===== config.mk =====
export PLATFORM = sky130hd
export DESIGN_NAME = tx_dma_seq
export DESIGN_NICKNAME = d
export VERILOG_FILES = /design/src/rtl/txdma_pkg.sv /design/src/rtl/tx_dma_ptrcnt.sv /design/src/rtl/tx_dma_ctl.sv /design/src/rtl/tx_dma_seq.sv
export SDC_FILE = /design/constraint.sdc
export NUM_CORES = 1
export LEC_CHECK = 0
export BUFFER_PORTS_ARGS = -buffer_cell sky130_fd_sc_hd__buf_2
export CORE_MARGIN = 2
export CORE_UTILIZATION = 35
export CTS_CLUSTER_SIZE = 40
export DETAILED_ROUTE_END_ITERATION = 16
export MAX_ROUTING_LAYER = met4
export PLACE_DENSITY = 0.74
export REMOVE_ABC_BUFFERS = 1
export SYNTH_ARGS = -nofsm -noshare
export SYNTH_HDL_FRONTEND = slang
export SYNTH_SLANG_ARGS = --single-unit
export TNS_END_PERCENT = 1

===== constraint.sdc =====
create_clock -name clk -period 2.25 [get_ports clk]
set_input_delay 0.45 -clock clk [delete_from_list [all_inputs] [get_ports clk]]
set_output_delay 0.45 -clock clk [all_outputs]
set_load 0.05 [all_outputs]

===== src/rtl/txdma_pkg.sv =====
package txdma_pkg;
  typedef enum logic [1:0] {ST_IDLE, ST_REQ, ST_RD} seq_st_e;

  // command codes 1..5 are followed by a data byte
  function automatic logic code_has_data(input logic [2:0] code);
    return (code >= 3'd1) && (code <= 3'd5);
  endfunction
endpackage


===== src/rtl/tx_dma_ptrcnt.sv =====
module tx_dma_ptrcnt #(
  parameter int AW = 16,
  parameter int CW = 8
) (
  input  logic          clk,
  input  logic          rst_n,
  input  logic          load,
  input  logic [AW-1:0] base,
  input  logic [CW-1:0] count,
  input  logic          step,
  output logic [AW-1:0] ptr,
  output logic [CW-1:0] cnt,
  output logic          cnt_zero,
  output logic          cnt_le1
);
  localparam logic [CW-1:0] CNT_ONE = CW'(1);

  logic [AW-1:0] ptr_q, ptr_d;
  logic [CW-1:0] cnt_q, cnt_d;
  logic          upd;

  always_comb begin
    upd   = load | step;
    ptr_d = ptr_q;
    cnt_d = cnt_q;
    if (load) begin
      ptr_d = base;
      cnt_d = count;
    end else if (step) begin
      ptr_d = ptr_q + AW'(1);
      cnt_d = (cnt_q == '0) ? '0 : cnt_q - CNT_ONE;
    end
  end

  always_ff @(posedge clk or negedge rst_n) begin
    if (!rst_n) begin
      ptr_q <= '0;
      cnt_q <= '0;
    end else if (upd) begin
      ptr_q <= ptr_d;
      cnt_q <= cnt_d;
    end
  end

  assign ptr      = ptr_q;
  assign cnt      = cnt_q;
  assign cnt_zero = (cnt_q == '0);
  assign cnt_le1  = (cnt_q <= CNT_ONE);
endmodule


===== src/rtl/tx_dma_ctl.sv =====
module tx_dma_ctl
  import txdma_pkg::*;
(
  input  logic       clk,
  input  logic       rst_n,
  input  logic       en_set,
  input  logic       en_clr,
  input  logic       eob_clr,
  input  logic       susp_mode,
  input  logic       proto_err,
  input  logic       arb_lost,
  input  logic       tx_ready,
  input  logic       cnt_zero,
  input  logic       cnt_le1,
  input  logic       mem_gnt,
  input  logic       mem_rvalid,
  input  logic [2:0] rd_code,
  output logic       mem_req,
  output logic       cmd_we,
  output logic       dat_we,
  output logic       step,
  output logic       ready_ack,
  output logic       en_o,
  output logic       eob_o
);
  seq_st_e st_q, st_d;
  logic    ph_q, ph_d;     // 1: data byte pending
  logic    en_q, en_d;
  logic    eob_q, eob_d;
  logic    hold, last, eob_fire;

  assign hold = !en_q | (susp_mode & (proto_err | arb_lost));

  always_comb begin
    st_d      = st_q;
    ph_d      = ph_q;
    mem_req   = 1'b0;
    cmd_we    = 1'b0;
    dat_we    = 1'b0;
    step      = 1'b0;
    last      = 1'b0;
    ready_ack = 1'b0;
    eob_fire  = 1'b0;
    case (st_q)
      ST_IDLE: begin
        if (tx_ready && !cnt_zero && !hold) begin
          st_d = ST_REQ;
          ph_d = 1'b0;
        end
      end
      ST_REQ: begin
        if (!hold) begin
          mem_req = 1'b1;
          if (mem_gnt) st_d = ST_RD;
        end
      end
      ST_RD: begin
        if (mem_rvalid) begin
          if (!en_q) begin
            st_d = ST_REQ;              // refetch same byte later
          end else begin
            step = 1'b1;
            if (!ph_q) begin
              cmd_we = 1'b1;
              if (code_has_data(rd_code)) begin
                ph_d = 1'b1;
                st_d = ST_REQ;
              end else begin
                last = 1'b1;
              end
            end else begin
              dat_we = 1'b1;
              last   = 1'b1;
            end
            if (last) begin
              ready_ack = 1'b1;
              eob_fire  = cnt_le1;
              st_d      = ST_IDLE;
              ph_d      = 1'b0;
            end
          end
        end
      end
      default: st_d = ST_IDLE;
    endcase
  end

  always_comb begin
    en_d = en_q;
    if (en_set && !cnt_zero) en_d = 1'b1;
    if (en_clr || eob_fire)  en_d = 1'b0;
    eob_d = eob_q;
    if (eob_clr)  eob_d = 1'b0;
    if (eob_fire) eob_d = 1'b1;
  end

  always_ff @(posedge clk or negedge rst_n) begin
    if (!rst_n) begin
      st_q  <= ST_IDLE;
      ph_q  <= 1'b0;
      en_q  <= 1'b0;
      eob_q <= 1'b0;
    end else begin
      st_q  <= st_d;
      ph_q  <= ph_d;
      en_q  <= en_d;
      eob_q <= eob_d;
    end
  end

  assign en_o  = en_q;
  assign eob_o = eob_q;
endmodule


===== src/rtl/tx_dma_seq.sv =====
module tx_dma_seq #(
  parameter int AW = 16,
  parameter int CW = 8
) (
  input  logic          clk,
  input  logic          rst_n,
  input  logic          cfg_load,
  input  logic [AW-1:0] cfg_base,
  input  logic [CW-1:0] cfg_count,
  input  logic          en_set,
  input  logic          en_clr,
  input  logic          eob_clr,
  input  logic          susp_mode,
  input  logic          proto_err,
  input  logic          arb_lost,
  input  logic          tx_ready,
  output logic          ready_ack,
  output logic          mem_req,
  output logic [AW-1:0] mem_addr,
  input  logic          mem_gnt,
  input  logic          mem_rvalid,
  input  logic [7:0]    mem_rdata,
  output logic          cmd_we,
  output logic          dat_we,
  output logic [7:0]    wr_data,
  output logic          en_o,
  output logic          eob_o,
  output logic [AW-1:0] ptr_o,
  output logic [CW-1:0] cnt_o
);
  logic step, cnt_zero, cnt_le1;

  tx_dma_ptrcnt #(.AW(AW), .CW(CW)) u_ptrcnt (
    .clk      (clk),
    .rst_n    (rst_n),
    .load     (cfg_load),
    .base     (cfg_base),
    .count    (cfg_count),
    .step     (step),
    .ptr      (ptr_o),
    .cnt      (cnt_o),
    .cnt_zero (cnt_zero),
    .cnt_le1  (cnt_le1)
  );

  tx_dma_ctl u_ctl (
    .clk        (clk),
    .rst_n      (rst_n),
    .en_set     (en_set),
    .en_clr     (en_clr),
    .eob_clr    (eob_clr),
    .susp_mode  (susp_mode),
    .proto_err  (proto_err),
    .arb_lost   (arb_lost),
    .tx_ready   (tx_ready),
    .cnt_zero   (cnt_zero),
    .cnt_le1    (cnt_le1),
    .mem_gnt    (mem_gnt),
    .mem_rvalid (mem_rvalid),
    .rd_code    (mem_rdata[2:0]),
    .mem_req    (mem_req),
    .cmd_we     (cmd_we),
    .dat_we     (dat_we),
    .step       (step),
    .ready_ack  (ready_ack),
    .en_o       (en_o),
    .eob_o      (eob_o)
  );

  assign mem_addr = ptr_o;
  assign wr_data  = mem_rdata;
endmodule


==> impl_summary.log <==
INFO  metric status = complete, no violations
INFO  metric fin_util = between 40% and 50%
INFO  metric ys_warnings = 0
INFO  metric worst-endpoint-required = 1.80 ns
INFO  metric port_buffers = 87
INFO  metric vdd.ir_drop.worst = 0.279 mV
INFO  metric critical_path_depth = 3
INFO  metric ys_ff_latch = 29
INFO  metric power-per-cell-area = between 700 and 800 nW/um^2
INFO  metric postSynthCellCount = about 220
INFO  metric cp_cell_sequence = and4b_1, and2_1, buf_2
INFO  metric worst_margin_slew = 0.674 ns
INFO  metric worst_setup_path_start_kind = register
INFO  metric post_synth_instance_area = between 2000 and 2500 sq um
INFO  metric max_cap_viol = 0
INFO  metric pin_count = a little under 100
INFO  metric critPathArrivalTime = around 1.6 ns
INFO  metric post-place-ws = just under 0.4 ns
INFO  metric worst_setup_path_end_kind = output pin
INFO  metric fin_tns_setup = 0 ns
INFO  metric finalNetCount = between 300 and 400
INFO  metric fmax = ~0.5 GHz
INFO  metric final_max_slew_viol_count = 0
INFO  metric mostFrequentLayoutCells = sky130_fd_sc_hd__buf_2, sky130_fd_sc_hd__dfrtp_1, sky130_fd_sc_hd__nand2_1
INFO  metric cp_max_fo = 8
INFO  metric final_critical_delay_including_setup_and_external_delays = 2.00 ns
INFO  metric die_h = roughly 80 um
INFO  metric numCtsBuffers = 5
INFO  metric avgSynthCellArea = about 9 sq um
INFO  metric synth-edff-count = 0
INFO  metric antenna_cells = 0
INFO  metric hold_path.class = input pin to async pin
INFO  metric core-area = roughly 5500 sq um
INFO  metric fillers = around 550
INFO  metric worst_slew_margin = 54.7%
INFO  metric die_w = 79.7 um
INFO  metric grt_pass1_vias = roughly 1700
INFO  metric per_cell_via_count_in_the_routed_design = 5.21
INFO  metric grt_start_max_net_pins = 30
INFO  metric max_buffers_root_to_sink = 2
INFO  metric layout-drive-gt1-share = between 30% and 40%
INFO  metric timing.setup.critical_path_class = register to output pin
INFO  metric layout_commonest_cell = sky130_fd_sc_hd__buf_2
INFO  metric synthDistinctLibCells = 48
INFO  metric cts_resized = 0
INFO  metric post_cts_setup_buffers = 0
INFO  metric clock_insertion_delay_worst_skew = roughly 0.28 ns
INFO  metric multi_input_area = around 1000 sq um
INFO  metric route.detailed.drc = 0
INFO  metric fin_worst_skew = between 0.004 and 0.005 ns
INFO  metric r2r_cells = 6
INFO  metric h-tree-depth = 2
INFO  metric start_util = ~36%
INFO  metric sequential_cell_area = 726 sq um
INFO  metric place_congestion = between 0.8 and 0.9
INFO  metric number_of_hold_slack_violations_in_the_final_timing_report = 0
INFO  metric synth_sequential_area_ratio = roughly 36%
INFO  metric vias = ~1900
INFO  metric timing.critical_path.slowest_cell_delay = 0.50 ns
INFO  metric totalWireLength = 4930 um
INFO  metric drt_pass1_iterations = 4
INFO  metric cpLargestDelayFamily = simple AND/OR/NAND/NOR gates
INFO  metric sinks_on_the_clock_net = 29
INFO  metric clock_tree_from_tritoncts = built
INFO  metric areaGrowthSynthToFinish = 22.9%
INFO  metric cts_hold_buf = 0
INFO  metric path_buf_inv = 1
INFO  metric p_leak = roughly 1.2 nW
INFO  metric crit_path_top_delay_cell = sky130_fd_sc_hd__dfrtp_1
INFO  metric row_count = 27
INFO  metric path_clk_slew = approximately 0.060 ns
INFO  metric dp_hpwl = around 3700 um
INFO  metric cts_root_buffer = sky130_fd_sc_hd__clkbuf_8
INFO  metric die-area = approximately 6400 sq um
INFO  metric track_usage = between 15 and 20%
INFO  metric wire_per_inst = 13.6 um
INFO  metric drtAntennaViolNets = 0
INFO  metric antenna_violations_before_repair = 0
INFO  metric worst_slack = about 0.25 ns
INFO  metric drt_first_iter_violations = 80
INFO  metric setup_repair_after_global_routing_missed_its_margin = false
INFO  metric globalRouteOverflowTotal = 0
INFO  metric setup_viol_count_final = 0
INFO  metric synth-async-reset-ratio = 100%
INFO  metric post-route-period-util = roughly nine tenths
INFO  metric grt_pass1_wl = a little over 8000 um
INFO  metric synth_flop_cell = sky130_fd_sc_hd__dfrtp_1
-- routing by layer --
| metal | global-route usage (%) | vias up | wire, um | share of wire (%) |
|---|---|---|---|---|
| met3 | 3.96 | 7 | 347 | 7.0 |
| li1 | - | 929 | - | - |
| met4 | 5.17 | 0 | 59 | 1.2 |
| met5 | - | - | 0 | 0 |
| met2 | 25.4 | 75 | 2250 | 46 |
| met1 | 22.0 | 880 | 2270 | 46 |
-- kinds of logic (layout without fill, tap and decap cells) --
logic type / count (synthesis) / after routing / synth area share (%)
AND/OR/NAND/NOR: 89 / 89 / 26.7
AO/OA/AOI/OAI: 49 / 49 / 16.4
buffers and inverters: 38 / 106 / 11.7
flip-flops: 29 / 29 / 36.2
XOR/XNOR: 7 / 7 / 3.05
multiplexers: 7 / 7 / 3.49
adder cells (fa/ha/maj): 4 / 4 / 2.49
-- final timing paths --
check	start	end	slack [ns]
worst max-delay path	u_ctl.en_o$_DFFE_PN0P_	dat_we	0.25
worst min-delay path	rst_n	u_ptrcnt.cnt[2]$_DFFE_PN0P_	0.20
worst max register to register	u_ptrcnt.cnt[0]$_DFFE_PN0P_	u_ptrcnt.cnt[3]$_DFFE_PN0P_	0.43
worst min register to register	u_ctl.eob_o$_DFFE_PN0P_	u_ctl.eob_o$_DFFE_PN0P_	0.48
max in group asynchronous	rst_n	u_ctl.eob_o$_DFFE_PN0P_	1.62
min in group clk	en_clr	u_ctl.en_o$_DFFE_PN0P_	0.33
-- registers in the layout, summed over array words and instances (netlist names) --
register / flops
u_ctl.st_q: 2
u_ctl.en_o: 1
u_ptrcnt.ptr: 16
u_ctl.eob_o: 1
u_ptrcnt.cnt: 8
u_ctl.ph_q: 1
-- report_power, final --
group          switching, mW  internal, mW
registers             0.0897         0.579
clock network          0.193         0.242
logic                  0.440         0.184
total                  0.724          1.01
-- worst register-to-register path: cells and delay by family, from the launching register on --
kind | cells | cell delay [ns]
and+or+nand+nor | 1 | 0.17
adders and majority gates | 1 | 0.21
DFF | 1 | 0.48
buffers and inverters | 2 | 0.27
AOI/OAI and AO/OA | 2 | 0.64
-- layout make-up --
class                   count  area share (%)
clock buffers               7            3.50
inverters                   5           0.761
flip-flops and latches     29            29.4
well taps                  72            3.65
repair buffers             94            20.3
multi-input cells         156            42.4
-- synthesized netlist by cell type (all sizes together) (3+ instances only) --
cell type	n	area [sq um]
mux2i	7	70.1
buf	25	185
xor2	6	52.6
ha	4	50.1
nor2	10	37.5
nor3b	4	35.0
inv	5	18.8
o21ai	16	80.1
a211oi	3	22.5
a21oi	6	30.0
nor4	4	55.1
a22oi	7	52.6
nor3	9	50.1
nand3	6	30.0
nand2b	3	18.8
dfrtp	29	726
nand2	27	109
nor2b	5	31.3
a221o	3	30.0
nand4	9	56.3
clkbuf	8	31.3
-- metrics by stage --
step                      cells  power [mW]  hold slack, ns  instance area, sq um
after detailed placement    356        1.31           0.474                  2380
final                       363        1.73           0.201                  2470
after global placement      356        1.30           0.467                  2380
after CTS                   363        1.75           0.232                  2470
after global routing        363        1.83           0.247                  2470
after floorplan             190        1.09           0.154                  1790
(Power assumes the default switching activity.)
